===== config.mk =====
export PLATFORM = sky130hd
export DESIGN_NAME = vcap_regfile
export DESIGN_NICKNAME = d
export VERILOG_FILES = /design/src/rtl/vcap_pkg.sv /design/src/rtl/vcap_ctrl_regs.sv /design/src/rtl/vcap_image_ctl.sv /design/src/rtl/vcap_regfile.sv
export SDC_FILE = /design/constraint.sdc
export NUM_CORES = 1
export LEC_CHECK = 0
export BUFFER_PORTS_ARGS = -buffer_cell sky130_fd_sc_hd__buf_2
export CORE_MARGIN = 3
export CORE_UTILIZATION = 38
export CTS_CLUSTER_SIZE = 14
export DETAILED_ROUTE_END_ITERATION = 7
export GPL_TIMING_DRIVEN = 1
export PLACE_DENSITY = 0.77
export SYNTH_ARGS = -nofsm -noshare
export SYNTH_HDL_FRONTEND = slang
export SYNTH_SLANG_ARGS = --single-unit

===== constraint.sdc =====
create_clock -name clk -period 1.5 [get_ports clk]
set_input_delay 0.075 -clock clk [delete_from_list [all_inputs] [get_ports clk]]
set_output_delay 0.075 -clock clk [all_outputs]
set_load 0.01 [all_outputs]

===== src/rtl/vcap_pkg.sv =====
package vcap_pkg;

  localparam int WORD_W = 32;

  // header constants of the capability
  localparam logic [15:0] CAP_ID   = 16'h000B;
  localparam logic [3:0]  CAP_VER  = 4'h1;
  localparam logic [15:0] VEND_ID  = 16'h1280;
  localparam logic [3:0]  VEND_REV = 4'h0;
  localparam logic [11:0] CAP_LEN  = 12'h080;

  // word indices with content
  localparam int WI_HDR0 = 0;
  localparam int WI_HDR1 = 1;
  localparam int WI_CTRL = 2;
  localparam int WI_REV  = 3;
  localparam int WI_IMG  = 4;
  localparam int WI_DOFF = 8;
  localparam int WI_DSZ  = 9;
  localparam int WI_POFF = 10;
  localparam int WI_PSZ  = 11;

  typedef struct packed {
    logic [7:0] cnt;
    logic [2:0] size;
    logic       en;
  } ctrl_t;

  function automatic logic size_legal(input logic [2:0] v);
    return (v == 3'b001) || (v == 3'b010) || (v == 3'b100);
  endfunction

endpackage


===== src/rtl/vcap_ctrl_regs.sv =====
module vcap_ctrl_regs
  import vcap_pkg::*;
#(
  parameter logic [7:0] UNITS_POR  = 8'd4,
  parameter logic [2:0] SIZE_POR   = 3'b001,
  parameter bit         ACCEL_ONLY = 1'b0
) (
  input  logic        clk,
  input  logic        rst_n,
  input  logic        wr_ctrl,
  input  logic [31:0] wdata,
  output ctrl_t       ctrl_q
);

  ctrl_t ctrl_n;
  logic  en_n;

  generate
    if (ACCEL_ONLY) begin : g_en_fixed
      assign en_n = 1'b1;
    end else begin : g_en_rw
      assign en_n = wdata[16];
    end
  endgenerate

  always_comb begin
    ctrl_n = ctrl_q;
    if (wdata[7:0] < UNITS_POR) ctrl_n.cnt = wdata[7:0];
    if (size_legal(wdata[23:21])) ctrl_n.size = wdata[23:21];
    ctrl_n.en = en_n;
  end

  always_ff @(posedge clk or negedge rst_n) begin
    if (!rst_n) begin
      ctrl_q.cnt  <= UNITS_POR;
      ctrl_q.size <= SIZE_POR;
      ctrl_q.en   <= ACCEL_ONLY;
    end else if (wr_ctrl) begin
      ctrl_q <= ctrl_n;
    end
  end

endmodule


===== src/rtl/vcap_image_ctl.sv =====
module vcap_image_ctl (
  input  logic        clk,
  input  logic        rst_n,
  input  logic        wr_img,
  input  logic [31:0] wdata,
  input  logic        perst_pulse,
  output logic        req_q,
  output logic        sel_q,
  output logic        reload_req,
  output logic        reload_sel
);

  logic req_n, sel_n, fire_n;

  always_comb begin
    req_n = req_q;
    sel_n = sel_q;
    if (wr_img) begin
      req_n = wdata[29];
      sel_n = wdata[28];
    end
    if (perst_pulse) req_n = 1'b0;  // reset pulse wins over a write
    fire_n = perst_pulse && req_q;
  end

  always_ff @(posedge clk or negedge rst_n) begin
    if (!rst_n) begin
      req_q <= 1'b0;
      sel_q <= 1'b0;
    end else if (wr_img || perst_pulse) begin
      req_q <= req_n;
      sel_q <= sel_n;
    end
  end

  always_ff @(posedge clk or negedge rst_n) begin
    if (!rst_n) begin
      reload_req <= 1'b0;
    end else begin
      reload_req <= fire_n;
    end
  end

  always_ff @(posedge clk or negedge rst_n) begin
    if (!rst_n) begin
      reload_sel <= 1'b0;
    end else if (fire_n) begin
      reload_sel <= sel_q;
    end
  end

endmodule


===== src/rtl/vcap_regfile.sv =====
module vcap_regfile
  import vcap_pkg::*;
#(
  parameter int          WINDOW_BYTES = 128,
  parameter logic [11:0] NEXT_PTR     = 12'h000,
  parameter logic [7:0]  UNITS_POR    = 8'd4,
  parameter logic [2:0]  SIZE_POR     = 3'b001,
  parameter bit          ACCEL_ONLY   = 1'b0,
  parameter logic [7:0]  VER_MAJOR    = 8'd1,
  parameter logic [7:0]  VER_MINOR    = 8'd0,
  parameter logic [15:0] ENGINE_REV   = 16'h0102,
  parameter logic [15:0] BASE_REV     = 16'h0011,
  parameter logic [31:0] DESC_OFF     = 32'h0000_0001,
  parameter logic [31:0] DESC_SIZE    = 32'h0000_0001,
  parameter logic [31:0] PROB_OFF     = 32'h0000_0002,
  parameter logic [31:0] PROB_SIZE    = 32'h0000_0001,
  localparam int         WORDS        = WINDOW_BYTES / 4,
  localparam int         ADDR_W       = $clog2(WORDS)
) (
  input  logic              clk,
  input  logic              rst_n,
  input  logic [ADDR_W-1:0] cfg_addr,
  input  logic              cfg_we,
  input  logic [31:0]       cfg_wdata,
  output logic [31:0]       cfg_rdata,
  input  logic [7:0]        dev_status,
  input  logic              user_img_loaded,
  input  logic              perst_pulse,
  output logic              reload_req,
  output logic              reload_sel
);

  ctrl_t ctrl_q;
  logic  wr_ctrl, wr_img;
  logic  img_req, img_sel;
  logic [7:0] unit_cnt;
  logic [2:0] area_size;

  assign wr_ctrl   = cfg_we && (cfg_addr == ADDR_W'(WI_CTRL));
  assign wr_img    = cfg_we && (cfg_addr == ADDR_W'(WI_IMG));
  assign unit_cnt  = ctrl_q.cnt;
  assign area_size = ctrl_q.size;

  vcap_ctrl_regs #(
    .UNITS_POR (UNITS_POR),
    .SIZE_POR  (SIZE_POR),
    .ACCEL_ONLY(ACCEL_ONLY)
  ) u_ctrl (
    .clk    (clk),
    .rst_n  (rst_n),
    .wr_ctrl(wr_ctrl),
    .wdata  (cfg_wdata),
    .ctrl_q (ctrl_q)
  );

  vcap_image_ctl u_img (
    .clk        (clk),
    .rst_n      (rst_n),
    .wr_img     (wr_img),
    .wdata      (cfg_wdata),
    .perst_pulse(perst_pulse),
    .req_q      (img_req),
    .sel_q      (img_sel),
    .reload_req (reload_req),
    .reload_sel (reload_sel)
  );

  always_comb begin
    cfg_rdata = '0;
    case (int'(cfg_addr))
      WI_HDR0: cfg_rdata = {NEXT_PTR, CAP_VER, CAP_ID};
      WI_HDR1: cfg_rdata = {CAP_LEN, VEND_REV, VEND_ID};
      WI_CTRL: cfg_rdata = {8'h00, ctrl_q.size, 4'h0, ctrl_q.en,
                            dev_status, ctrl_q.cnt};
      WI_REV:  cfg_rdata = {VER_MAJOR, VER_MINOR, ENGINE_REV};
      WI_IMG:  cfg_rdata = {user_img_loaded, 1'b0, img_req, img_sel,
                            12'h000, BASE_REV};
      WI_DOFF: cfg_rdata = DESC_OFF;
      WI_DSZ:  cfg_rdata = DESC_SIZE;
      WI_POFF: cfg_rdata = PROB_OFF;
      WI_PSZ:  cfg_rdata = PROB_SIZE;
      default: cfg_rdata = '0;
    endcase
  end

endmodule


After elaboration in Yosys (flattened, before gate mapping)
Cells that the tools add are included.
{"block": "op_classes", "n_lt_le_gt_ge": 1, "eq_ne": 11, "mux": 3, "reduce_logical": 13}
{"op": "32-bit one-hot mux with 7 select lines", "n": 1}
{"op": "5-bit by 4-bit equality test with 1-bit output (second input constant)", "n": 4}
{"op": "5-bit by 2-bit equality test with 1-bit output (second input constant)", "n": 2}
{"op": "8-bit by 3-bit less-than comparator with 1-bit output (second input constant)", "n": 1}
{"op": "2-bit AND reduction", "n": 4}
{"op": "5-bit by 1-bit equality test with 1-bit output (second input constant)", "n": 1}
{"op": "5-bit by 3-bit equality test with 1-bit output (second input constant)", "n": 1}
{"op": "5-bit logical NOT", "n": 1}
{"op": "3-bit by 1-bit equality test with 1-bit output (second input constant)", "n": 1}
{"op": "3-bit by 2-bit equality test with 1-bit output (second input constant)", "n": 1}
{"op": "3-bit equality test (second input constant)", "n": 1}
{"op": "1-bit logical AND", "n": 3}
{"op": "1-bit logical OR", "n": 3}
{"op": "3-bit OR reduction", "n": 1}
{"op": "1-bit two-way mux", "n": 2}
{"op": "2-bit nonzero test", "n": 1}
{"block": "word_totals", "reg_bits": 16, "output_inout_bits": 34}

Logic depth before layout (Yosys ltp)
Gate-level depths: netlist of the first run.
{"block": "depth", "word_depth": 4, "depth_mapped": 5}

Hierarchy
From an unflattened synthesis of the first run, not the netlist that was laid out.
{"block": "hier_totals", "hier_cells": 109, "area_unflattened_um2": 1121.1}
{"mod": "vcap_ctrl_regs", "n_inst": 1, "cells_per_inst": 38, "area_each_um2": 504.2, "seq_area_each_um2": 302.8}
{"mod": "vcap_regfile", "n_inst": 1, "cells_per_inst": 62, "area_each_um2": 467.9, "seq_area_each_um2": 0.0}
{"mod": "vcap_image_ctl", "n_inst": 1, "cells_per_inst": 9, "area_each_um2": 148.9, "seq_area_each_um2": 100.1}

Worst setup path before layout of the first run
OpenSTA, ideal clock, no wires.
{"block": "synth_timing", "path_kind": "input-to-reg", "from": "in cfg_addr[0]", "to": "reg u_ctrl.ctrl_q[4] (netlist name)", "arrival_ps": 1366, "slack_ps": 10, "path_stages": 5, "n_path_buf": 1, "path_cell_list": "buf_6 -> nor4b_4 -> nand2_4 -> nor4_4 -> mux2_2"}
{"block": "synth_via", "elab_chain_cells": 3}
{"item": "start: declaration", "line_no": "vcap_regfile.sv:22", "text": "input logic [ADDR_W-1:0] cfg_addr,"}
{"item": "5-bit by 2-bit equality test with 1-bit output", "line_no": "vcap_regfile.sv:39", "text": "assign wr_ctrl = cfg_we && (cfg_addr == ADDR_W'(WI_CTRL));"}
{"item": "1-bit logical AND", "line_no": "vcap_regfile.sv:39"}
{"item": "2-bit AND reduction (no source line)"}
Every way passes these cells.
A chain may end at the register's enable or synchronous reset.

Worst setup path in the final report of the first run
{"block": "layout_timing", "from": "reg u_ctrl.ctrl_q[5] (netlist name)", "to": "out cfg_rdata[1]"}
{"block": "layout_via", "elab_chain_cells": 1}
{"item": "32-bit one-hot mux with 7 select lines", "line_no": "vcap_regfile.sv:70", "text": "case (int'(cfg_addr))"}
{"item": "end: declaration", "line_no": "vcap_regfile.sv:25", "text": "output logic [31:0] cfg_rdata,"}
Every way passes these cells.

==> flow_summary.toml, run 1 <==
[yosys]
async_flop_share_pct = 100.0
ys.flop_type = "dfrtp_1"
synthCells = 106
synth_compound_area_share_pct = 15.69
synth-simple-area-share_pct = 29.66
syn_avg_cell_area_sq_um = 9.632
synth-seq-cells = 16
synth_xor_area_share_pct = 0.8578
synth_edf_count = 0
syn_area_sq_mm = 0.001021
synth_top_family_by_area = "simple AND/OR/NAND/NOR gates"
yosys_warnings = 0
synth_top_area_share_pct = 34.31
synth_largest_area_cell = "dfrtp_1"
yosys-top-cells-area = "dfrtp_1 34%, and2_1 8.0%, buf_4 5.9%, mux2_2 5.5%, dfstp_2 5.1%"
synth_mux_area_share_pct = 5.515
ys_seq_area_share_pct = 39.46
synth_cell_types = 34
synthAdderAreaFrac_pct = 0

[setup_path]
cp_cell_sequence = "or3_1, a21oi_2, a2111oi_2, buf_2"
reg2reg_depth = 2
slowest_delay_ps = 380
worstPathRequired_ps = 1420
worst_setup_path_start_kind = "flip-flop"
path_class = "flip-flop to output pin"
end_kind = "output pin"
r2r_start = "u_img.req_q"
worst_r2r_endpoint = "u_img.reload_sel"
slowest_stage = "dfrtp_1"
critPathMaxFanout = 2
r2r_slack_ps = 540
cp_data_arrival_time_ps = 1350

[worst_hold_path]
hp-class = "input port to flip-flop"
hold_end = "u_ctrl.ctrl_q[4]"
holdPathStages = 2
min_from = "cfg_wdata[0]"

[route]
vias = 1040
remaining_drc_errors = 0
wirelength_mm = 2.654
vias_per_cell = 4.976
final_antenna_net_count = 0
drt_iter0_drc = 21
wire_per_inst_um = 12.70
drt_first_pass_iters = 4

[global_routing]
grt_max_degree = 17
grtUsageTotal_pct = 15.93
grt_pass1_wl_mm = 4.084
antenna_found_initial = 0
grt_overflow_total = 0
grt_pass1_vias = 947

[final_layout]
nNetsFinal = 230
fin_cells = 209
multi_input_comb_area_sq_um = 564.3
area_growth_pct = 43.26
final_cell_area_sq_mm = 0.001463
n_fill_cell = 227
layout.area.seq_sq_um = 402.9
antennaDiodeCount = 0
drive_gt1_share_pct = 50.28

[floorplan]
fp.dieW_um = 57.84
io_pins = 84
die-area_sq_mm = 0.003345
initial_utilization_pct = 40.48
coreArea_sq_mm = 0.002522
row_count = 18
fp.dieH_um = 57.84

[power_and_ir_drop]
irDropWorstVdd_mv = 0.4747
leakagePower_nw = 0.8687
power.density_mw_per_mm2 = 627.0
power_mw = 0.9171

[sta]
fin_crit_ps = 1429
period_share_pct = 95.26
setup_viol = 0
hold_ws_ps = 9.008
fin_worst_skew_ps = 0.2893
hold_viol = 0
slew_violations = 0
grt_setup_unrepaired = "false"
fmax_mhz = 699.8

[placement]
port_buffers = 58
placed_cells = 202
gp_congestion = 0.8261
dp_hpwl_mm = 2.186
placed_area_sq_mm = 0.001386

[flow_run]
max-cap-violations = 0

[clock_network]
cts_sinks = 16
cts_root_buf = "clkbuf_4"
clk_path_buf_depth = 2
htreeDepth = 1
path_clk_slew_ps = 90
insertion_delay_ps = 290
numCtsBuffers = 3
cts_tree = "done"

[status]
outcome = "complete, no violations"
[through the flow]
stage               setup WS [ps]  TNS (ps)  util (%)
finish                      71.11         0     57.99
global route                2.888         0     57.99
CTS                         25.51         0     57.64
detailed placement         -36.19    -44.91     54.96
global placement           -17.19    -17.19     54.96
floorplan                   9.592         0         -
[flip-flops by register name (all words and copies together) (netlist names)]
signal and count:
u_ctrl.ctrl_q 12, u_img.reload_req 1, u_img.reload_sel 1, u_img.req_q 1, u_img.sel_q 1
[synthesized netlist by cell type, types with 2 or more instances]
cell type and number:
a21o_1 6, a21oi_1 6, a31oi_1 3, and2_1 13, and2b_1 3, and2b_2 3, and3_1 3, buf_4 8
dfrtp_1 14, dfstp_2 2, inv_1 3, mux2_2 5, nand2_1 3, nand2b_1 2, nor2_1 8, o21ai_0 5
o31ai_1 2
[cell usage in the layout (no fill, tap or decap), drive strengths merged]
cell and count:
a2111oi 1, a21bo 1, a21o 6, a21oi 6, a31oi 3, and2 13
and2b 6, and3 3, buf 70, clkbuf 4, conb 7, dfrtp 14
dfstp 2, dlygate4sd3 3, inv 3, mux2 5, nand2 4, nand2b 2
nand3 1, nand3b 1, nor2 8, nor2b 1, nor3 1, nor4 2
nor4b 1, o21a 1, o21ai 5, o31ai 2, or3 1, or4 1
xnor2 1
[critical path: cells and delay by family (launching register included)]
| kind | cells | cell delay [ps] |
|---|---|---|
| simple gates | 1 | 330 |
| compound gates | 2 | 220 |
| buf+inv | 1 | 140 |
| flops | 1 | 380 |
[what timing repair did]
item / CTS / global route
hold endpoints to repair: 18 / 0
endpoints found under the setup margin: 1 / 1
pin swaps: 0 / 1
gates resized for setup: 1 / 2
setup buffers: 0 / 0
hold buffers: 3 / 0
[where the power goes]
group	switching [mW]	internal [mW]	total, mW
clock	0.133	0.148	0.281
sequential	0.00856	0.446	0.454
combinational	0.0928	0.0890	0.182
[routing by layer]
| metal | share of wire [%] | global-route usage [%] |
|---|---|---|
| met5 | 0 | 0 |
| met4 | 1.0 | 4.305 |
| met3 | 8.6 | 5.122 |
| met2 | 53 | 29.84 |
| met1 | 38 | 16.97 |
[cell type report]
cell class,instances,share of cell area (%)
multi-input combinational,83,38.58
timing repair buffer,73,28.06
sequential,16,27.54
tap,30,2.566
clock buffer,4,2.481
inverter,3,0.7699
[how the worst max path moves through the flow]
stage,from,endpoint,slack (ps),depth (start not counted)
3_3_place_gp,cfg_wdata[7],u_ctrl.ctrl_q[9],-20,5
3_5_place_dp,cfg_wdata[7],u_ctrl.ctrl_q[9],-40,5
2_1_floorplan,cfg_addr[0],u_ctrl.ctrl_q[4],10,5
5_1_grt,u_ctrl.ctrl_q[5],cfg_rdata[1],3,4
6_report,u_ctrl.ctrl_q[5],cfg_rdata[1],70,4
4_1_cts,u_ctrl.ctrl_q[5],cfg_rdata[1],30,4
[cells by family (layout without fill, tap and decap cells)]
logic type,after synthesis,after routing
muxes,5,5
and+or+nand+nor,45,45
xor gates and xnor gates,1,1
other,1,7
DFF,16,16
buffers and inverters,13,80
AOI/OAI and AO/OA,25,25
(Power assumes the default switching activity.)
==> run 2: changes to the inputs <==
--- a/config.mk
+++ b/config.mk
@@ -6,7 +6,6 @@
 export NUM_CORES = 1
 export LEC_CHECK = 0
 export BUFFER_PORTS_ARGS = -buffer_cell sky130_fd_sc_hd__buf_2
-export CORE_MARGIN = 3
 export CORE_UTILIZATION = 38
 export CTS_CLUSTER_SIZE = 14
 export DETAILED_ROUTE_END_ITERATION = 7
==> run 2 against run 1 <==
- die area down 13%
- register-to-register slack better by 20 ps
- count of clock-buffer cells in the layout unchanged
- clock power is 2% lower
- sequential share of layout area is 0.19 points higher
- wire length fell by 15%
- global-route usage increased by 0.96 points
- largest cell class unchanged
==> flow_summary.toml, run 2 (synthesized netlist as in run 1, its figures left out) <==
[placement]
placed_area_sq_mm = 0.001386
port_buffers = 58
gp_congestion = 0.8183
dp_hpwl_mm = 1.813

[power_and_ir_drop]
power.density_mw_per_mm2 = 624.1
switchingPower_mw = 0.2260
irDropWorstVdd_mv = 0.5069
leakagePower_nw = 0.8646
power_frac_clock_pct = 30.5
seqPwrFrac_pct = 50.1
p_int_mw = 0.6806
sw_frac_of_total_pct = 24.93
combPwrFrac_pct = 19.5

[setup_path]
slowest_delay_ps = 380
worst_setup_path_start_kind = "flip-flop"
worst_r2r_endpoint = "u_img.reload_sel"
cp_data_arrival_time_ps = 1360
end_kind = "output pin"
slowest_stage = "dfrtp_1"
r2r_slack_ps = 560
worstPathRequired_ps = 1420
cp-startpoint = "u_ctrl.ctrl_q[5]"
path_class = "flip-flop to output pin"
crit_path_end = "cfg_rdata[1]"
cp_cell_sequence = "or3_1, a21oi_2, a2111oi_2, buf_2"
reg2reg_depth = 2
r2r_start = "u_img.req_q"
critPathMaxFanout = 2

[floorplan]
io_pins = 84
fp.dieH_um = 53.84
fp.dieW_um = 53.84
row_count = 18
die-area_sq_mm = 0.002898
coreArea_sq_mm = 0.002500
initial_utilization_pct = 40.84

[clock_network]
htreeDepth = 1
cts_tree = "done"
numCtsBuffers = 3
cts_root_buf = "clkbuf_4"
path_clk_slew_ps = 90
cts_sinks = 16
clk_path_buf_depth = 2
insertion_delay_ps = 280

[sta]
fmax_mhz = 697.0
fin_worst_skew_ps = 0.2953
fin_crit_ps = 1435
period_share_pct = 95.64
grt_setup_unrepaired = "false"
hold_viol = 0
setup-tns-final_ps = 0
slew_violations = 0
setup_viol = 0

[final_layout]
final_cell_mix = "58 x buf_2, 14 x dfrtp_1, 13 x and2_1, 12 x buf_4, 8 x nor2_1"
fin_util_pct = 58.11
layout.area.seq_sq_um = 402.9
final_cell_area_sq_mm = 0.001453
largest_reg_flops = 12
n_fill_cell = 224
drive_gt1_share_pct = 50.56
largest-register = "u_ctrl.ctrl_q"
area_growth_pct = 42.28
multi_input_comb_area_sq_um = 564.3
layout_commonest_cell = "buf_2"
antennaDiodeCount = 0
nNetsFinal = 229

[worst_hold_path]
hp-class = "input port to flip-flop"
min_from = "cfg_wdata[22]"

[global_routing]
grt_pass1_vias = 892
grt_pass1_wl_mm = 3.574
grt_max_degree = 17
antenna_found_initial = 0
grt_overflow_total = 0
grtUsageTotal_pct = 16.89

[route]
drt_first_pass_iters = 6
remaining_drc_errors = 0
drt_iter0_drc = 14
vias = 979
vias_per_cell = 4.707
final_antenna_net_count = 0
wire_per_inst_um = 10.88
wirelength_mm = 2.263

[flow_run]
max-cap-violations = 0

[status]
outcome = "complete, no violations"
run 2: area by class of cell:
type	instances	share of cell area, %
clock buffers	4	2.498
well taps	30	2.584
multi-input cells	83	38.85
repair buffers	72	27.56
inverters	3	0.7752
flip-flops and latches	16	27.73
run 2: worst min path at each step:
stage | to | slack, ps | cells past startpoint
2_1_floorplan | u_ctrl.ctrl_q[0] | -220 | 0
3_3_place_gp | u_ctrl.ctrl_q[5] | -3 | 1
5_1_grt | u_ctrl.ctrl_q[0] | 5 | 2
6_report | u_ctrl.ctrl_q[1] | 10 | 2
4_1_cts | u_ctrl.ctrl_q[1] | 3 | 2
3_5_place_dp | u_ctrl.ctrl_q[5] | 5 | 1
run 2: power groups by stage:
stage	Clock (mW)	Sequential (mW)	Combinational [mW]
finish	0.276	0.454	0.176
global route	0.308	0.456	0.197
CTS	0.288	0.454	0.173
detailed placement	0	0.463	0.168
global placement	0	0.461	0.164
floorplan	0	0.460	0.0888
run 2: metrics by stage:
stage / std cells / power (mW) / setup WS, ps / hold slack, ps
2_1_floorplan: 112 / 0.5491 / 9.592 / -220.6
3_3_place_gp: 202 / 0.6254 / -20.75 / -2.889
3_5_place_dp: 202 / 0.6311 / -44.61 / 4.807
4_1_cts: 208 / 0.9145 / 82.85 / 2.861
5_1_grt: 208 / 0.9609 / 1.582 / 5.474
6_report: 208 / 0.9067 / 65.37 / 14.48
run 2: routing by layer:
metal	global-route usage [%]	vias to the layer above	part of all wire (%)
met5	0	-	0
met1	19.96	431	45
met4	3.070	0	0.97
met2	30.66	44	47
li1	-	502	-
met3	4.237	2	6.4
run 2: worst max-delay path, delay by kind of cell (launching register included):
kind,cells,cell delay [ps]
compound gates,2,240
buf+inv,1,140
flops,1,380
simple gates,1,320
run 2: what timing repair did:
item / CTS / global route
resized for setup: 0 / 3
setup endpoints to repair: 0 / 1
hold buffers: 2 / 0
buffers inserted: 0 / 0
endpoints found under the hold margin: 17 / 0
==> run 3: changes to the inputs <==
--- a/config.mk
+++ b/config.mk
@@ -11,6 +11,7 @@
 export DETAILED_ROUTE_END_ITERATION = 7
 export GPL_TIMING_DRIVEN = 1
 export PLACE_DENSITY = 0.77
+export REMOVE_ABC_BUFFERS = 1
 export SYNTH_ARGS = -nofsm -noshare
 export SYNTH_HDL_FRONTEND = slang
 export SYNTH_SLANG_ARGS = --single-unit
==> run 3 against run 2 <==
- wire length grew 5.8%
- critical path depth is the same
- register-to-register slack is essentially flat
- combinational power is essentially flat
- count of clock-buffer cells in the layout shrank 1
- flip-flop and latch count is the same
- critical path type unchanged
- power shrank 5.7%
==> flow_summary.toml, run 3 (synthesized netlist as in run 1, its figures left out) <==
[status]
outcome = "complete, no violations"

[setup_path]
cp_cell_sequence = "or3_1, a21oi_2, a2111oi_1, buf_2"
end_kind = "output pin"
worstPathRequired_ps = 1420
path_class = "flip-flop to output pin"
reg2reg_depth = 2
r2r_start = "u_img.req_q"
critPathMaxFanout = 2
slowest_delay_ps = 360
slowest_stage = "a2111oi_1"
r2r_slack_ps = 550
cp_data_arrival_time_ps = 1370
worst_r2r_endpoint = "u_img.reload_sel"
worst_setup_path_start_kind = "flip-flop"

[final_layout]
fin_util_pct = 58.11
n_fill_cell = 214
largest-register = "u_ctrl.ctrl_q"
largest_reg_flops = 12
area_growth_pct = 42.28
antennaDiodeCount = 0
layout_commonest_cell = "buf_2"
nNetsFinal = 231
drive_gt1_share_pct = 49.72
final_cell_mix = "58 x buf_2, 14 x dfrtp_1, 13 x and2_1, 13 x buf_4, 8 x nor2_1"

[global_routing]
grt_pass1_wl_mm = 3.588
antenna_found_initial = 0
grt_overflow_total = 0
grt_pass1_vias = 859
grt_max_degree = 17
grtUsageTotal_pct = 17.42

[power_and_ir_drop]
irDropWorstVdd_mv = 0.5220
leakagePower_nw = 0.8647
power.density_mw_per_mm2 = 588.8

[sta]
fin_worst_skew_ps = 0.09198
setup_viol = 0
setup-tns-final_ps = 0
hold_ws_ps = 21.07
fmax_mhz = 693.9
slew_violations = 0
period_share_pct = 96.08
hold_viol = 0
fin_crit_ps = 1441

[placement]
gp_congestion = 0.7902
port_buffers = 58
dp_hpwl_mm = 1.892

[clock_network]
cts_root_buf = "clkbuf_4"
cts_tree = "done"
cts_sinks = 16
cts_setup_buffers = 0
insertion_delay_ps = 280
path_clk_slew_ps = 90
htreeDepth = 1
clk_path_buf_depth = 2
numCtsBuffers = 3

[flow_run]
max-cap-violations = 0

[floorplan]
fp.dieW_um = 53.84
coreArea_sq_mm = 0.002500
io_pins = 84
initial_utilization_pct = 40.84
fp.dieH_um = 53.84
die-area_sq_mm = 0.002898
row_count = 18

[route]
drt_iter0_drc = 18
wire_per_inst_um = 11.46
remaining_drc_errors = 0
final_antenna_net_count = 0
drt_first_pass_iters = 4
vias = 1023
vias_per_cell = 4.895
wirelength_mm = 2.395

[worst_hold_path]
hp-class = "input port to flip-flop"
holdPathStages = 2
hold_end = "u_ctrl.ctrl_q[0]"
min_from = "cfg_wdata[16]"
## run 3: cell count changes in the layout (fill, tap and decap cells not counted), sizes merged
cell and delta:
buf +1, clkbuf -1, dlygate4sd3 +1
## run 3: repair_timing
| action | 4_1_cts | 5_1_grt |
|---|---|---|
| hold buffers | 3 | 0 |
| endpoints found under the hold margin | 18 | 0 |
| setup endpoints to repair | 0 | 3 |
| resized for setup | 0 | 3 |
## run 3: worst max path at each step
stage	start	endpoint	slack, ps	cells past startpoint
floorplan	cfg_wdata[7]	u_ctrl.ctrl_q[4]	110	3
global placement	cfg_wdata[7]	u_ctrl.ctrl_q[4]	-10	5
global route	u_ctrl.ctrl_q[5]	cfg_rdata[1]	-70	4
detailed placement	cfg_wdata[7]	u_ctrl.ctrl_q[4]	-60	5
CTS	u_ctrl.ctrl_q[5]	cfg_rdata[1]	90	4
finish	u_ctrl.ctrl_q[5]	cfg_rdata[1]	60	4
## run 3: metal layers
layer	track usage (%)	routed length, um	vias to the layer above
met5	0	0	-
met2	31.07	1163	54
met1	20.28	997	469
met3	3.390	217	2
met4	6.579	16	0
li1	-	-	498
## run 3: report_power, final
group	switching, mW	internal (mW)	leakage, nW	total, mW
Combinational	0.0901	0.0888	0.652	0.179
Clock	0.129	0.0931	0.0138	0.222
Sequential	0.00868	0.446	0.198	0.455
## run 3: worst max-delay path: cells and delay by family, from the launching register on
family          cells  cell delay, ps
simple gates        1             120
compound gates      2             420
buf+inv             1             200
flops               1             350
## run 3: area by class of cell
| type | count | area [sq um] | area share, % |
|---|---|---|---|
| multi-input cells | 83 | 560.5 | 38.59 |
| flip-flops and latches | 16 | 402.9 | 27.73 |
| repair buffers | 74 | 417.9 | 28.77 |
| clock buffers | 3 | 22.52 | 1.550 |
| inverters | 3 | 11.26 | 0.7752 |
| well taps | 30 | 37.54 | 2.584 |
## run 3: through the flow
stage	area [sq um]	setup WS [ps]	std cells	power (mW)
finish	1453	58.80	209	0.8554
global route	1453	-71.99	209	0.9066
CTS	1446	92.10	209	0.8631
detailed placement	1394	-59.98	203	0.6333
global placement	1394	-11.76	203	0.6255
floorplan	968.4	108.3	102	0.5254
